**src/rtl/fu_rsv_pkg.sv**
```systemverilog
`timescale 1ns/1ps
package fu_rsv_pkg;

  localparam int unsigned NUM_UNITS = 5;
  localparam int unsigned CLS_W     = 4;
  localparam int unsigned LAT_W     = 5;
  localparam int unsigned MAX_OCC   = 25;
  localparam int unsigned OCC_W     = $clog2(MAX_OCC + 1);

  // unit index = grant bit position
  localparam int unsigned U_ALU1 = 0;
  localparam int unsigned U_ALU2 = 1;
  localparam int unsigned U_MEM  = 2;
  localparam int unsigned U_FP1  = 3;
  localparam int unsigned U_FP2  = 4;

  // busy times and latencies
  localparam int unsigned OCC_ONE     = 1;
  localparam int unsigned OCC_MUL     = 7;
  localparam int unsigned OCC_DIV32   = 12;
  localparam int unsigned OCC_DIV64   = 25;
  localparam int unsigned OCC_FDIV_S  = 12;
  localparam int unsigned OCC_FDIV_D  = 19;
  localparam int unsigned LAT_ONE     = 1;
  localparam int unsigned LAT_MUL3    = 5;
  localparam int unsigned LAT_LOAD    = 3;
  localparam int unsigned LAT_XFER    = 4;
  localparam int unsigned LAT_STORE   = 0;
  localparam int unsigned LAT_FARITH  = 6;
  localparam int unsigned LAT_FSIMPLE = 2;
  localparam int unsigned LAT_FCVT    = 4;

  typedef logic [NUM_UNITS-1:0] unit_mask_t;

  typedef enum logic [CLS_W-1:0] {
    CLS_INT_SIMPLE = 4'd0,
    CLS_INT_CTRL   = 4'd1,
    CLS_INT_HILO   = 4'd2,
    CLS_INT_MUL3   = 4'd3,
    CLS_INT_MUL    = 4'd4,
    CLS_INT_DIV32  = 4'd5,
    CLS_INT_DIV64  = 4'd6,
    CLS_MEM_LOAD   = 4'd7,
    CLS_MEM_XFER   = 4'd8,
    CLS_MEM_STORE  = 4'd9,
    CLS_FP_ARITH   = 4'd10,
    CLS_FP_SIMPLE  = 4'd11,
    CLS_FP_CVT     = 4'd12,
    CLS_FP_DIV_S   = 4'd13,
    CLS_FP_DIV_D   = 4'd14,
    CLS_SERIAL     = 4'd15
  } op_class_e;

  typedef struct packed {
    unit_mask_t        pref;       // first-choice unit (at most one bit)
    unit_mask_t        alt;        // fallback unit (at most one bit)
    logic              all_units;  // needs every unit at once
    logic [OCC_W-1:0]  occ;        // busy cycles after issue
    logic [LAT_W-1:0]  lat;        // reported result latency
  } class_info_t;

endpackage

```
**src/rtl/fu_rst_sync.sv**
```systemverilog
`timescale 1ns/1ps
module fu_rst_sync (
  input  logic clk,
  input  logic arst_n,
  output logic srst_n
);

  logic stage1_q, stage2_q;

  always_ff @(posedge clk or negedge arst_n) begin
    if (!arst_n) begin
      stage1_q <= 1'b0;
      stage2_q <= 1'b0;
    end else begin
      stage1_q <= 1'b1;
      stage2_q <= stage1_q;
    end
  end

  assign srst_n = stage2_q;

endmodule

```
**src/rtl/fu_class_decode.sv**
```systemverilog
`timescale 1ns/1ps
module fu_class_decode
  import fu_rsv_pkg::*;
(
  input  op_class_e   cls,
  output class_info_t info
);

  function automatic unit_mask_t bit_of(input int unsigned idx);
    unit_mask_t m;
    m = '0;
    m[idx] = 1'b1;
    return m;
  endfunction

  always_comb begin
    info           = '0;
    info.occ       = OCC_W'(OCC_ONE);
    info.lat       = LAT_W'(LAT_ONE);
    unique case (cls)
      CLS_INT_SIMPLE: begin
        info.pref = bit_of(U_ALU1);
        info.alt  = bit_of(U_ALU2);
      end
      CLS_INT_CTRL:   info.pref = bit_of(U_ALU1);
      CLS_INT_HILO:   info.pref = bit_of(U_ALU2);
      CLS_INT_MUL3: begin
        info.pref = bit_of(U_ALU2);
        info.lat  = LAT_W'(LAT_MUL3);
      end
      CLS_INT_MUL: begin
        info.pref = bit_of(U_ALU2);
        info.occ  = OCC_W'(OCC_MUL);
        info.lat  = LAT_W'(OCC_MUL);
      end
      CLS_INT_DIV32: begin
        info.pref = bit_of(U_ALU2);
        info.occ  = OCC_W'(OCC_DIV32);
        info.lat  = LAT_W'(OCC_DIV32);
      end
      CLS_INT_DIV64: begin
        info.pref = bit_of(U_ALU2);
        info.occ  = OCC_W'(OCC_DIV64);
        info.lat  = LAT_W'(OCC_DIV64);
      end
      CLS_MEM_LOAD: begin
        info.pref = bit_of(U_MEM);
        info.lat  = LAT_W'(LAT_LOAD);
      end
      CLS_MEM_XFER: begin
        info.pref = bit_of(U_MEM);
        info.lat  = LAT_W'(LAT_XFER);
      end
      CLS_MEM_STORE: begin
        info.pref = bit_of(U_MEM);
        info.lat  = LAT_W'(LAT_STORE);
      end
      CLS_FP_ARITH: begin
        info.pref = bit_of(U_FP2);
        info.alt  = bit_of(U_FP1);
        info.lat  = LAT_W'(LAT_FARITH);
      end
      CLS_FP_SIMPLE: begin
        info.pref = bit_of(U_FP1);
        info.lat  = LAT_W'(LAT_FSIMPLE);
      end
      CLS_FP_CVT: begin
        info.pref = bit_of(U_FP1);
        info.lat  = LAT_W'(LAT_FCVT);
      end
      CLS_FP_DIV_S: begin
        info.pref = bit_of(U_FP1);
        info.occ  = OCC_W'(OCC_FDIV_S);
        info.lat  = LAT_W'(OCC_FDIV_S);
      end
      CLS_FP_DIV_D: begin
        info.pref = bit_of(U_FP1);
        info.occ  = OCC_W'(OCC_FDIV_D);
        info.lat  = LAT_W'(OCC_FDIV_D);
      end
      CLS_SERIAL:     info.all_units = 1'b1;
      default: begin
        info = '0;
      end
    endcase
  end

endmodule

```
**src/rtl/fu_unit_timer.sv**
```systemverilog
`timescale 1ns/1ps
module fu_unit_timer #(
  parameter int unsigned OCC_W = 5
) (
  input  logic             clk,
  input  logic             rst_n,
  input  logic             load,
  input  logic [OCC_W-1:0] occ,
  output logic             busy
);

  logic [OCC_W-1:0] cnt_q;
  logic [OCC_W-1:0] cnt_d;
  logic             cnt_en;

  // next state: a load starts a fresh busy window, otherwise count down
  always_comb begin
    cnt_en = load | (cnt_q != '0);
    cnt_d  = load ? occ : (cnt_q - OCC_W'(1));
  end

  always_ff @(posedge clk or negedge rst_n) begin
    if (!rst_n) begin
      cnt_q <= '0;
    end else if (cnt_en) begin
      cnt_q <= cnt_d;
    end
  end

  assign busy = (cnt_q != '0);

endmodule

```
**src/rtl/fu_grant_select.sv**
```systemverilog
`timescale 1ns/1ps
module fu_grant_select
  import fu_rsv_pkg::*;
(
  input  class_info_t info,
  input  unit_mask_t  busy,
  output unit_mask_t  cand
);

  unit_mask_t free_units;

  always_comb begin
    free_units = ~busy;
    if (info.all_units) begin
      cand = (&free_units) ? '1 : '0;
    end else if ((info.pref & free_units) != '0) begin
      cand = info.pref & free_units;
    end else begin
      cand = info.alt & free_units;
    end
  end

endmodule

```
**src/rtl/fu_rsv_tracker.sv**
```systemverilog
`timescale 1ns/1ps
module fu_rsv_tracker
  import fu_rsv_pkg::*;
(
  input  logic             clk,
  input  logic             rst_n,
  input  logic             req_valid,
  input  logic [CLS_W-1:0] req_class,
  output logic             req_ready,
  output logic [NUM_UNITS-1:0] unit_grant,
  output logic [LAT_W-1:0] result_lat
);

  logic        rst_sync_n;
  op_class_e   cls;
  class_info_t info;
  unit_mask_t  unit_busy;
  unit_mask_t  cand;
  logic        fire;

  fu_rst_sync u_rst_sync (
    .clk    (clk),
    .arst_n (rst_n),
    .srst_n (rst_sync_n)
  );

  assign cls = op_class_e'(req_class);

  fu_class_decode u_decode (
    .cls  (cls),
    .info (info)
  );

  fu_grant_select u_select (
    .info (info),
    .busy (unit_busy),
    .cand (cand)
  );

  always_comb begin
    req_ready  = (cand != '0);
    fire       = req_valid & req_ready;
    unit_grant = fire ? cand : '0;
    result_lat = fire ? info.lat : '0;
  end

  for (genvar u = 0; u < NUM_UNITS; u++) begin : g_unit
    fu_unit_timer #(
      .OCC_W (OCC_W)
    ) u_timer (
      .clk   (clk),
      .rst_n (rst_sync_n),
      .load  (unit_grant[u]),
      .occ   (info.occ),
      .busy  (unit_busy[u])
    );
  end

endmodule

```
**config.mk**
```make
export PLATFORM = sky130hd
export DESIGN_NAME = fu_rsv_tracker
export DESIGN_NICKNAME = d
export VERILOG_FILES = /design/src/rtl/fu_rsv_pkg.sv /design/src/rtl/fu_rst_sync.sv /design/src/rtl/fu_class_decode.sv /design/src/rtl/fu_unit_timer.sv /design/src/rtl/fu_grant_select.sv /design/src/rtl/fu_rsv_tracker.sv
export SDC_FILE = /design/constraint.sdc
export NUM_CORES = 1
export LEC_CHECK = 0
export ABC_AREA = 1
export CAP_MARGIN = 20
export CORE_UTILIZATION = 30
export CTS_CLUSTER_SIZE = 30
export DETAILED_ROUTE_END_ITERATION = 8
export SLEW_MARGIN = 20
export SYNTH_ARGS = -nofsm -noshare
export SYNTH_HDL_FRONTEND = slang
export SYNTH_SLANG_ARGS = --single-unit
```
**constraint.sdc**
```tcl
create_clock -name clk -period 4.66 [get_ports clk]
set_clock_uncertainty 0.1 [all_clocks]
set_input_delay 0.932 -clock clk [delete_from_list [all_inputs] [get_ports clk]]
set_output_delay 0.932 -clock clk [all_outputs]
set_load 0.03 [all_outputs]
```
==> impl_metrics.tcl <==
set metrics [dict create \
    status "complete, no violations" \
    power.density_nw_per_um2 516 \
    rows 27 \
    mostFrequentLayoutCell "nand2_1" \
    n_antenna_cell 0 \
    reg2regPathDepth 11 \
    ant_nets 0 \
    grt_pass1_wl_um 6040 \
    final_util 0.360 \
    min_period_ns 4.46 \
    clk_path_buf_depth 2 \
    synth_top_area_cell "dfrtp_1" \
    avgSynthCellArea_sq_um 7.34 \
    crit_type "input port to output port" \
    ys_warn_count 0 \
    cp.required_ns 3.63 \
    stdcell_count 320 \
    cap_violations 0 \
    drtPass1Iterations 4 \
    synth_top_family_by_area "simple AND/OR/NAND/NOR gates" \
    synth_cells 233 \
    fillers 574 \
    layout_common_cells "nand2_1 (51), inv_1 (37), nor2_1 (29), dfrtp_1 (26), nand3_1 (16)" \
    cts-root-buf "clkbuf_8" \
    synth_nets 245 \
    antenna_found_initial 0 \
    r2r-start "g_unit[1].u_timer.cnt_q[0]$_DFFE_PN0P_" \
    route.detailed.drc 0 \
    drt_iter0_markers 102 \
    synth_cell_type_count 26 \
    viasPerCell 4.50 \
    synth_compound_area_frac 0.0878 \
    synth_xor_xnor_area_share 0.0410 \
    die_w_um 77.5 \
    dp.cells 316 \
    drt_wl_total_um 3450 \
    yosys.area_share.adder 0.0366 \
    nets 261 \
    initial_core_util 0.310 \
    yosys_register_bits 27 \
    dp_hpwl_um 2640 \
    fin_setup_tns_ns 0 \
    yosys-top-cells-area "dfrtp_1 (40%), nand2_1 (11%), inv_1 (8.1%)" \
    core-area_sq_um 5510 \
    clock.fmax_ghz 0.224 \
    ctsHoldBuffers 0 \
    worst_hold_path_type "flop to asynchronous set/reset pin" \
    dieHeight_um 77.5 \
    gp_congestion 0.827 \
    synthSimpleGateAreaFrac 0.325 \
    hold_viol_final 0 \
    grt_pass1_vias 1374 \
    cts_buffers 3 \
    io_buffers 17 \
    h-tree-depth 1 \
    p_leak_nw 1.10 \
    io_pins 18 \
    muxShareOfSynthArea 0 \
    seq_area_frac_synth 0.395 \
    max-slew-margin-rel 0.614 \
    drive_gt1_frac 0.0806 \
    r2r_slack_ns 2.46 \
    wl_per_cell_um 10.8 \
    startpoint_type "input port" \
    area_delta_synth_final_pct 16.0 \
    syn_area_sq_um 1710 \
    slew_violations 0 \
    clock_latency_ns 0.28 \
    cts_tree "built" \
    gr-total-overflow 0 \
    fin_crit_sh 0.957 \
    synth_top_area_share 0.395 \
    setup_viol 0 \
    cts.clk_slew.worst_paths_ns 0.10 \
    worst_slew_pin_slew_ns 0.579 \
    r2r-end "g_unit[4].u_timer.cnt_q[1]$_DFFE_PN0P_" \
    grt_use_total 0.125 \
    cp.arrival_ns 3.43 \
    cts_sinks 27 \
    grt_max_degree 26 \
    dieArea_sq_um 6000 \
    vias 1440 \
    grt_setup_unrepaired "false" \
    peakVddDrop_mv 0.274 \
    path_max_fanout 5 \
    end_kind "output port" \
]
-- power by group --
group	total (mW)	internal, mW	leakage (nW)	switching, mW
clock	0.139	0.0615	0.0228	0.0776
combinational	0.474	0.208	0.747	0.266
sequential	0.410	0.338	0.328	0.0722
total	1.02	0.608	1.10	0.416
-- routing by layer --
layer	wire, um	track usage	vias to the layer above
li1	-	-	758
met5	0	0	-
met4	43	0.0415	0
met1	1680	0.162	652
met3	128	0.0282	4
met2	1600	0.203	26
-- cell usage after synthesis --
| master | number |
|---|---|
| or2_2 | 3 |
| dfrtp_1 | 27 |
| nand3b_1 | 1 |
| nor3_1 | 6 |
| nand3_1 | 16 |
| inv_2 | 2 |
| ha_1 | 5 |
| nor2_4 | 1 |
| o21ai_0 | 11 |
| buf_4 | 6 |
| nand4_1 | 1 |
| o21ai_1 | 1 |
| nor2_1 | 29 |
| xor2_1 | 6 |
| nand3_2 | 5 |
| nand2_1 | 51 |
| o22ai_1 | 2 |
| nand2_2 | 2 |
| inv_1 | 37 |
| conb_1 | 1 |
| a211oi_1 | 1 |
| nand3_4 | 1 |
| nor3_2 | 1 |
| nand2_4 | 1 |
| a21oi_1 | 14 |
| xnor2_1 | 2 |
-- cell type report --
type | instances | area [sq um] | area share
Multi-Input combinational cell | 161 | 842 | 0.425
Tap cell | 72 | 90.1 | 0.0454
Inverter | 39 | 146 | 0.0738
Sequential cell | 27 | 677 | 0.341
Clock buffer | 4 | 45.0 | 0.0227
Timing Repair Buffer | 17 | 183 | 0.0921
-- logic make-up (layout without fill, tap and decap cells) --
family	after synthesis	in the layout
AND/OR/NAND/NOR	118	118
buffers and inverters	45	60
AO/OA/AOI/OAI	29	29
flip-flops	27	27
XOR/XNOR	8	8
adder cells (fa/ha/maj)	5	5
other	1	1
-- critical path, stage by stage --
cell and delay [ns]:
clkdlybuf4s50_1 0.56, inv_2 0.07, nand2_1 0.11, inv_1 0.07, nand2_1 0.06, nand2_1 0.05
nand2_1 0.09, nand2_1 0.06, nor2_1 0.14, nand2_1 0.08, nand2_2 0.07, nand2_1 0.08
nand3_4 0.12, nand2_2 0.11, nor2_1 0.13, clkdlybuf4s50_1 0.67
-- sequential cells by signal (all words and copies together), names as in the netlist --
name / count
g_unit.u_timer.cnt_q: 25
u_rst_sync.srst_n: 1
u_rst_sync.stage1_q: 1
-- worst max path at each step --
stage / from / to / slack, ns / cells after the start
after global routing: req_class[2] / result_lat[4] / 0.005 / 16
after detailed placement: req_class[1] / result_lat[0] / 0.06 / 14
after CTS: req_class[1] / result_lat[0] / 0.06 / 14
final: req_class[2] / result_lat[4] / 0.20 / 16
after floorplan: req_class[1] / result_lat[0] / 1.07 / 14
after global placement: req_class[1] / result_lat[0] / 0.06 / 14
-- metrics by stage --
step	hold slack (ns)	setup WS, ns	cell area [sq um]	power, mW
floorplan	0.221	1.07	1710	0.793
global placement	0.235	0.0644	1920	0.886
detailed placement	0.235	0.0589	1920	0.894
CTS	0.256	0.0576	1970	1.04
global route	0.223	0.00468	1980	1.14
finish	0.162	0.202	1980	1.02
-- timing repair --
item,4_1_cts,5_1_grt
buffers inserted,0,0
endpoints found under the setup margin,0,8
gates resized for setup,0,5
No activity file was read; power rests on OpenSTA's default activity.
